`src/rtl/pic_cmd_pkg.sv`:
```
package pic_cmd_pkg;

    // Setup sequencer position
    typedef enum logic [1:0] {
        SEQ_IDLE = 2'd0,
        SEQ_BASE = 2'd1,
        SEQ_CASC = 2'd2,
        SEQ_MODE = 2'd3
    } seq_t;

    // Operation command codes carried in bits 7:5
    typedef enum logic [2:0] {
        OP_ROT_CLR = 3'd0,
        OP_NS_EOI  = 3'd1,
        OP_NOP     = 3'd2,
        OP_SP_EOI  = 3'd3,
        OP_ROT_SET = 3'd4,
        OP_NS_ROT  = 3'd5,
        OP_SET_PRI = 3'd6,
        OP_SP_ROT  = 3'd7
    } op_t;

    typedef struct packed {
        logic is_init;
        logic is_rdctl;
        logic is_op;
        op_t  op;
    } cmd_dec_t;

    // Bits of the edge/level register that may be written
    function automatic logic [7:0] lvl_allow(input bit master);
        return master ? 8'hF8 : 8'hDE;
    endfunction

endpackage

```
`src/rtl/pic_cmd_dec.sv`:
```
module pic_cmd_dec
    import pic_cmd_pkg::*;
(
    input  logic [7:3] hi_bits,
    output cmd_dec_t   dec
);
    always_comb begin
        dec.is_init  = hi_bits[4];
        dec.is_rdctl = !hi_bits[4] && hi_bits[3];
        dec.is_op    = !hi_bits[4] && !hi_bits[3];
        dec.op       = op_t'(hi_bits[7:5]);
    end
endmodule

```
`src/rtl/pic_init_seq.sv`:
```
module pic_init_seq
    import pic_cmd_pkg::*;
(
    input  logic clk,
    input  logic rst,
    input  logic start,
    input  logic four_req,
    input  logic wr1,
    output logic ld_base,
    output logic ld_mode,
    output logic ld_mask,
    output logic busy
);
    seq_t state;
    logic want4;

    always_ff @(posedge clk) begin
        if (rst) begin
            state <= SEQ_IDLE;
            want4 <= 1'b0;
        end else if (start) begin
            state <= SEQ_BASE;
            want4 <= four_req;
        end else if (wr1) begin
            case (state)
                SEQ_BASE: state <= SEQ_CASC;
                SEQ_CASC: state <= want4 ? SEQ_MODE : SEQ_IDLE;
                SEQ_MODE: state <= SEQ_IDLE;
                default:  state <= SEQ_IDLE;
            endcase
        end
    end

    always_comb begin
        ld_base = wr1 && !start && (state == SEQ_BASE);
        ld_mode = wr1 && !start && (state == SEQ_MODE);
        ld_mask = wr1 && !start && (state == SEQ_IDLE);
        busy    = (state != SEQ_IDLE);
    end

    // the base step is always followed by the ignored step
    p_seq_order_r3: assert property (@(posedge clk) disable iff (rst)
        (state == SEQ_BASE && wr1 && !start) |=> (state == SEQ_CASC));

endmodule

```
`src/rtl/pic_eoi_pick.sv`:
```
module pic_eoi_pick #(
    parameter int LINES = 8,
    localparam int LW = $clog2(LINES)
) (
    input  logic [LINES-1:0] svc,
    input  logic [LW-1:0]    base,
    output logic             found,
    output logic [LW-1:0]    line
);
    logic [LW-1:0] idx;

    // Walk from lowest to highest priority; the last hit is the best one
    always_comb begin
        found = 1'b0;
        line  = '0;
        idx   = '0;
        for (int k = LINES - 1; k >= 0; k--) begin
            idx = base + LW'(k);
            if (svc[idx]) begin
                found = 1'b1;
                line  = idx;
            end
        end
    end
endmodule

```
`src/rtl/pic_cmd_port.sv`:
```
module pic_cmd_port
    import pic_cmd_pkg::*;
#(
    parameter int LINES     = 8,   // command encoding assumes eight lines
    parameter bit IS_MASTER = 1'b1,
    localparam int LW = $clog2(LINES),
    localparam int VW = LINES - LW
) (
    input  logic             clk,
    input  logic             rst,
    input  logic             wr_stb,
    input  logic             wr_addr,
    input  logic [LINES-1:0] wr_data,
    input  logic             rd_stb,
    input  logic             rd_addr,
    output logic [LINES-1:0] rd_data,
    input  logic             lvl_wr,
    input  logic [LINES-1:0] lvl_data,
    input  logic [LINES-1:0] req_set,
    input  logic [LINES-1:0] svc_set,
    input  logic             win_valid,
    input  logic [LW-1:0]    win_line,
    output logic [LINES-1:0] req_q,
    output logic [LINES-1:0] svc_q,
    output logic [LINES-1:0] mask_q,
    output logic [LINES-1:0] lvl_q,
    output logic [VW-1:0]    vec_base,
    output logic [LW-1:0]    prio_base,
    output logic             nest_mode,
    output logic             auto_eoi,
    output logic             rot_auto_eoi,
    output logic             spec_mask,
    output logic             init_busy
);
    localparam logic [LINES-1:0] ALLOW = lvl_allow(IS_MASTER);

    cmd_dec_t         dec;
    logic             init_go, rdctl_go, op_go;
    logic             ld_base, ld_mode, ld_mask;
    logic             pick_found;
    logic [LW-1:0]    pick_line;
    logic             poll_q, rd_svc_sel, poll_take;
    logic [LINES-1:0] svc_clr, poll_clr;
    logic [LW-1:0]    prio_n;

    pic_cmd_dec u_dec (
        .hi_bits (wr_data[7:3]),
        .dec     (dec)
    );

    pic_init_seq u_seq (
        .clk      (clk),
        .rst      (rst),
        .start    (init_go),
        .four_req (wr_data[0]),
        .wr1      (wr_stb && wr_addr),
        .ld_base  (ld_base),
        .ld_mode  (ld_mode),
        .ld_mask  (ld_mask),
        .busy     (init_busy)
    );

    pic_eoi_pick #(.LINES(LINES)) u_pick (
        .svc   (svc_q),
        .base  (prio_base),
        .found (pick_found),
        .line  (pick_line)
    );

    always_comb begin
        init_go   = wr_stb && !wr_addr && dec.is_init;
        rdctl_go  = wr_stb && !wr_addr && dec.is_rdctl;
        op_go     = wr_stb && !wr_addr && dec.is_op;
        poll_take = rd_stb && poll_q && win_valid;
        poll_clr  = poll_take ? (LINES'(1) << win_line) : '0;

        svc_clr = '0;
        prio_n  = prio_base;
        if (init_go) begin
            prio_n = '0;
        end else if (op_go) begin
            case (dec.op)
                OP_NS_EOI, OP_NS_ROT: if (pick_found) begin
                    svc_clr = LINES'(1) << pick_line;
                    if (dec.op == OP_NS_ROT) prio_n = pick_line + LW'(1);
                end
                OP_SP_EOI: svc_clr = LINES'(1) << wr_data[LW-1:0];
                OP_SP_ROT: begin
                    svc_clr = LINES'(1) << wr_data[LW-1:0];
                    prio_n  = wr_data[LW-1:0] + LW'(1);
                end
                OP_SET_PRI: prio_n = wr_data[LW-1:0] + LW'(1);
                default: ;
            endcase
        end
    end

    always_ff @(posedge clk) begin
        if (rst) begin
            req_q        <= '0;
            svc_q        <= '0;
            mask_q       <= '0;
            lvl_q        <= '0;
            vec_base     <= '0;
            prio_base    <= '0;
            nest_mode    <= 1'b0;
            auto_eoi     <= 1'b0;
            rot_auto_eoi <= 1'b0;
            spec_mask    <= 1'b0;
            rd_svc_sel   <= 1'b0;
            poll_q       <= 1'b0;
        end else begin
            req_q     <= ((init_go ? (req_q & lvl_q) : req_q) & ~poll_clr) | req_set;
            svc_q     <= (svc_q & ~svc_clr & ~poll_clr) | svc_set;
            prio_base <= prio_n;

            if (init_go)      mask_q <= '0;
            else if (ld_mask) mask_q <= wr_data;

            if (ld_base) vec_base <= wr_data[LINES-1:LW];

            if (init_go && !wr_data[0]) begin
                nest_mode <= 1'b0;
                auto_eoi  <= 1'b0;
            end else if (ld_mode) begin
                nest_mode <= wr_data[4];
                auto_eoi  <= wr_data[1];
            end

            if (init_go) begin
                spec_mask  <= 1'b0;
                rd_svc_sel <= 1'b0;
            end else if (rdctl_go) begin
                if (wr_data[6]) spec_mask  <= wr_data[5];
                if (wr_data[1]) rd_svc_sel <= wr_data[0];
            end

            if (rd_stb) poll_q <= 1'b0;
            if (rdctl_go && wr_data[2]) poll_q <= 1'b1;

            if (op_go && (dec.op == OP_ROT_CLR || dec.op == OP_ROT_SET))
                rot_auto_eoi <= wr_data[7];

            if (lvl_wr) lvl_q <= lvl_data & ALLOW;
        end
    end

    always_comb begin
        if (poll_q)
            rd_data = win_valid ? LINES'(win_line) : LINES'(LINES - 1);
        else if (rd_addr)
            rd_data = mask_q;
        else
            rd_data = rd_svc_sel ? svc_q : req_q;
    end

    // setup start clears mask, priority base and special mask
    p_init_clear_r2: assert property (@(posedge clk) disable iff (rst)
        init_go |=> (mask_q == '0 && prio_base == '0 && !spec_mask));

    // idle address-1 write lands in the mask
    p_mask_load_r4: assert property (@(posedge clk) disable iff (rst)
        (wr_stb && wr_addr && !init_busy) |=> (mask_q == $past(wr_data)));

    // a non-specific clear removes exactly one in-service bit
    p_ns_one_bit_r7: assert property (@(posedge clk) disable iff (rst)
        (op_go && (dec.op == OP_NS_EOI || dec.op == OP_NS_ROT) && svc_q != '0
         && svc_set == '0 && !poll_take)
        |=> ($countones(svc_q) == $countones($past(svc_q)) - 1));

    // a consumed poll read leaves polling disarmed
    p_poll_disarm_r10: assert property (@(posedge clk) disable iff (rst)
        (rd_stb && poll_q && !(rdctl_go && wr_data[2])) |=> !poll_q);

endmodule

```
`config.mk`:
```
export PLATFORM = sky130hd
export DESIGN_NAME = pic_cmd_port
export DESIGN_NICKNAME = d
export VERILOG_FILES = /design/src/rtl/pic_cmd_pkg.sv /design/src/rtl/pic_cmd_dec.sv /design/src/rtl/pic_init_seq.sv /design/src/rtl/pic_eoi_pick.sv /design/src/rtl/pic_cmd_port.sv
export SDC_FILE = /design/constraint.sdc
export NUM_CORES = 1
export LEC_CHECK = 0
export BUFFER_PORTS_ARGS = -buffer_cell sky130_fd_sc_hd__buf_4
export CORE_MARGIN = 10
export CORE_UTILIZATION = 30
export CTS_CLUSTER_SIZE = 24
export DETAILED_ROUTE_END_ITERATION = 10
export HOLD_SLACK_MARGIN = 0.05
export SLEW_MARGIN = 20
export SYNTH_ARGS = -nofsm -noshare
export SYNTH_HDL_FRONTEND = slang
export SYNTH_SLANG_ARGS = --single-unit
```
`constraint.sdc`:
```
create_clock -name clk -period 3.8 [get_ports clk]
set_clock_uncertainty 0.15 [all_clocks]
set_input_delay 0.95 -clock clk [delete_from_list [all_inputs] [get_ports clk]]
set_output_delay 0.95 -clock clk [all_outputs]
set_load 0.01 [all_outputs]
```
# After elaboration in Yosys (flattened, before gate mapping)
# Cells that the tools add are included.
[op_classes] addsub=9 magnitude_cmp=8 n_eq_ne=11 n_shift=3 n_mux=51 n_bitwise=8 reduce_logical=36
[op_table] cell="$mux W8" count=8
[op_table] cell="$mux W3" count=11
[op_table] cell="$and A8 B8 Y8" count=4
[op_table] cell="$lt A3 B4 Y1 const B" count=8
[op_table] cell="$bmux W1 S3" count=8
[op_table] cell="$shl A1 B3 Y8 const A" count=3
[op_table] cell="$mux W1" count=20
[op_table] cell="$logic_and A1 B1 Y1" count=16
[op_table] cell="$not A8 Y8" count=2
[op_table] cell="$or A8 B8 Y8" count=2
[op_table] cell="$pmux W8 S2" count=1
[op_table] cell="$add A3 B3 Y3 const B" count=4
[op_table] cell="$eq A3 B3 Y1 const B" count=4
[op_table] cell="$reduce_or A2 Y1" count=5
[op_table] cell="$add A3 B1 Y3 const B" count=3
[op_table] cell="$reduce_bool A2 Y1" count=4
[op_table] cell="$add A3 B2 Y3 const B" count=2
[op_table] cell="$pmux W3 S2" count=1
[op_table] cell="$logic_not A1 Y1" count=5
[op_table] cell="$eq A2 B2 Y1 const B" count=2
[op_table] cell="$ne A2 B2 Y1 const B" count=2
[op_table] cell="$pmux W2 S2" count=1
[op_table] cell="$reduce_and A2 Y1" count=2
[op_table] cell="$reduce_and A4 Y1" count=1
[op_table] cell="other kinds (7)" count=7
[totals] regBits=46 inputBits=43 output_inout_bits=53 wordCells=141

# Depth between registers and ports, before layout
[depth] ltp_word=20 mapped_depth=15 ltp_nobuf=12

# By module
# A second synthesis with hierarchy kept.
[unflattened] hier_cells=363 area_unflattened_um2=3174.3
[by_module_without_submodules] mod="pic_cmd_port" n_inst=1 cells_each=243 area_each_um2=2128.3 seq_area_each_um2=860.8
[by_module_without_submodules] mod="pic_eoi_pick" n_inst=1 cells_each=90 area_each_um2=782.0 seq_area_each_um2=0.0
[by_module_without_submodules] mod="pic_init_seq" n_inst=1 cells_each=24 area_each_um2=216.5 seq_area_each_um2=60.1
[by_module_without_submodules] mod="pic_cmd_dec" n_inst=1 cells_each=6 area_each_um2=47.5 seq_area_each_um2=0.0

# Worst setup path before layout
# Ideal clock, no wire load.
[synth_timing] path_type="flip-flop to flip-flop" startpoint="register prio_base[1]" endpoint="register prio_base[1]" setup_ps=128 t_arrival_ps=3416 required_time_ps=3522 path_slack_ps=106 path_stages_with_launch=16 path_buffers=3 synth_period_minus_slack_ps=3694 cell_sequence="dfxtp_1 > buf_6 > clkbuf_1 > inv_1 > ha_1 > buf_2 > mux2i_1 > mux2i_1 > o221ai_1 > o211ai_1 > o211ai_2 > o311ai_4 > o21ai_0 > ha_1 > mux2i_1 > nor2_1"
[synth_between] elab_chain_cells=15
[synth_rtl] item="start: declaration" line="pic_cmd_port.sv:28" rtl="output logic [LW-1:0] prio_base,"
[synth_rtl] item="start signal: assignment" line="pic_cmd_port.sv:115" rtl="prio_base <= prio_n;"
[synth_rtl] item="$add A3 B3 Y3" line="pic_eoi_pick.sv:18" rtl="idx = base + LW'(k);"
[synth_rtl] item="$bmux W1 S3" line="pic_eoi_pick.sv:19" rtl="if (svc[idx]) begin"
[synth_rtl] item="$mux W1 (implied by the code)" line="pic_eoi_pick.sv:19"
[synth_rtl] item="$mux W3 (8 in a row)" line="pic_eoi_pick.sv:19"
[synth_rtl] item="$add A3 B1 Y3" line="pic_cmd_port.sv:85" rtl="if (dec.op == OP_NS_ROT) prio_n = pick_line + LW'(1);"
[synth_rtl] item="$mux W3" line="pic_cmd_port.sv:85"
[synth_rtl] item="$mux W3" line="pic_cmd_port.sv:83" rtl="OP_NS_EOI, OP_NS_ROT: if (pick_found) begin"
[synth_rtl] item="$pmux W3 S2" line="pic_cmd_port.sv:82" rtl="case (dec.op)"
# Parallel ways exist; a longest one is shown, timed or not. The select of a mux whose other input is x is not followed.
# A chain may end at the register's enable or synchronous reset.

# Final worst setup path
# Ends and elaborated chain as after synthesis.

==> metrics.cfg <==
[floorplanning]
fp.dieArea_um2=15700
die_y_um=125
initial_core_util_pct=30.8
num_rows=38
num_io_pins=96
coreArea_um2=10800
dieWidth_um=125

[grt]
grt_use_total_pct=13.4
grt_pass1_vias=3416
grt.met2_usage_pct=21.5
grt_overflow_total=0
grt_first_pass_wirelength_um=18000
antenna_found_initial=0
grtUsageMet1_pct=17.1
use_met3_pct=4.86
busiest_layer=met2
grt_max_degree=24

[critical_path]
cp_num_buf_inv=1
start_kind=flop
critPathTopFamily=compound AO/OA/AOI/OAI gates
cp.arrival_ps=3550
critPathSlowestCell=ha_1
setup.worst_path.class=flop to flop
worstSetupEndpointType=flop
cp_max_fo=9
worstPathRequired_ps=3820
reg2reg_setup_slack_ps=270
max_stage_delay_ps=530
crit_chain=inv_1 -> ha_1 -> mux2_2 -> mux2_2 -> o221ai_1 -> o211ai_1 -> a41oi_1 -> a31oi_1 -> ha_1 -> mux2i_1 -> nor2_1

[timing]
fin_ws_ps=273
max_slew.worst_pin.slew_ps=927
rsz0062_at_grt=false
setup_viol=0
hold_ws_ps=313
report.final.slew_viol_count=0
max_freq_mhz=284
finalHoldViolCount=0
fin_tns_setup_ps=0
fin_crit_ps=3530
relSlewSlack_pct=37.4
period_share_pct=92.8

[clock_network]
clk_path_buf_depth=2
cts_tree=yes
post-cts-setup-buffers=0
clk_pin_slew_worst_paths_ps=90
htree_levels=2
clockRootBuffer=clkbuf_8
numCtsBuffers=5
cts_sinks=46
clkLatencyLatePin_ps=300

[job]
max_cap_violations=0

[status]
status=finished clean

[finish]
mostFrequentLayoutCells=buf_4, nand2_1, dfxtp_1
syn2layout_area_growth_pct=26.7
final_common_cell=buf_4
insertedDiodeCount=0
postLayoutCoreUtil_pct=39.0
drive_gt1_share_pct=26.2
nets=539

[routing]
via_count=3352
drt_iter0_markers=190
ant_nets=0
dr.pass1.iters=4
via_per_inst=5.33
wl_per_cell_um=17.7
drc=0
wl_um=11100

[yosys]
yosysTopAreaCell=dfxtp_1
ys_async_sr_fraction_pct=0
syn-mean-instance-area_um2=8.09
synth_seq_area_share_pct=27.6
ys_ff_latch=46
synthDistinctLibCells=63
synthFlopType=dfxtp_1
syn_area_um2=3330
syn_inst=412
synth.area.top_cells=dfxtp_1, mux2i_1, nand2_1
synth.top_cell.area_share_pct=27.6
ys_warn_count=0
synth_edf_count=0

[power_and_ir_drop]
power_density_nw_per_um2=297
power_leakage_nw=1.67
ir_drop_v=0.000185

[hold_path]
min_path_type=flop to flop

[placed_design]
hpwl_um=8620
port_buffers=89
place.gp.congestion=0.844
place_ws_ps=140

state kept, by name (all words and copies together) (netlist names):
register	flops
auto_eoi	1
rot_auto_eoi	1
svc_q	8
vec_base	5
spec_mask	1
lvl_q	5
u_seq.state	2
mask_q	8
poll_q	1
nest_mode	1
prio_base	3
u_seq.want4	1
rd_svc_sel	1
req_q	8
worst min-delay path, stage by stage (launching register included):
cell     delay [ps]
dfxtp_1         320
nand2_1          50
a21oi_1          50
power by group:
part           total [W]  switching [W]  internal, W  leakage [nW]
clock network   0.000379       0.000168     0.000211        0.0573
logic           0.000334       0.000176     0.000158          1.23
registers       0.000543      0.0000382     0.000505         0.378
area by class of cell:
cell class / count / area (um^2)
fill: 1154 / 6620
inverter: 13 / 48.8
timing repair buffer: 98 / 736
sequential: 46 / 921
multi-input combinational: 325 / 2230
clock buffer: 6 / 82.6
tap: 140 / 175
clock inverter: 1 / 30.0
cells by family (layout without fill, tap and decap cells):
group | Yosys count | after routing | synth area share, %
buffers and inverters | 43 | 118 | 5.85
adders and majority gates | 7 | 7 | 2.63
DFF | 46 | 46 | 27.6
other | 1 | 3 | 0.112
and+or+nand+nor | 173 | 173 | 24.5
xor gates and xnor gates | 5 | 5 | 1.76
muxes | 42 | 42 | 17.1
AOI/OAI and AO/OA | 95 | 95 | 20.4
synthesized netlist by cell type (5+ instances only):
| cell type | n |
|---|---|
| nand2_1 | 55 |
| dfxtp_1 | 46 |
| nor2_1 | 42 |
| nand3_1 | 33 |
| a21oi_1 | 31 |
| mux2i_1 | 23 |
| clkbuf_1 | 20 |
| inv_1 | 11 |
| a31oi_1 | 9 |
| mux2_2 | 9 |
| nor3_1 | 8 |
| o21ai_0 | 8 |
| ha_1 | 7 |
| o21a_1 | 7 |
| mux4_2 | 6 |
| nand4_1 | 6 |
| o2bb2ai_1 | 6 |
| nor2b_1 | 5 |
timing repair:
action	in CTS	in global routing
hold buffers	0	0
setup endpoints to repair	0	3
hold endpoints to repair	0	0
resized for setup	0	1
path summary, 6_finish.rpt:
kind / start / end / depth (start not counted)
setup / recovery: prio_base[1] / prio_base[1] / 11
hold / removal: spec_mask / spec_mask / 2
setup reg to reg: prio_base[1] / prio_base[1] / 11
hold reg to reg: spec_mask / spec_mask / 2
per-stage QoR:
step | cells | instance area [um^2] | power (W)
floorplan | 414 | 3340 | 0.000746
global placement | 622 | 4110 | 0.000881
detailed placement | 622 | 4110 | 0.000886
CTS | 629 | 4220 | 0.00127
global route | 629 | 4230 | 0.00132
finish | 629 | 4230 | 0.00126
per-layer routing:
| metal | vias to the layer above | share of wire [%] |
|---|---|---|
| met1 | 1563 | 44 |
| li1 | 1655 | - |
| met4 | 0 | 0.43 |
| met5 | - | 0 |
| met3 | 4 | 10 |
| met2 | 130 | 46 |
(Power assumes the default switching activity.)
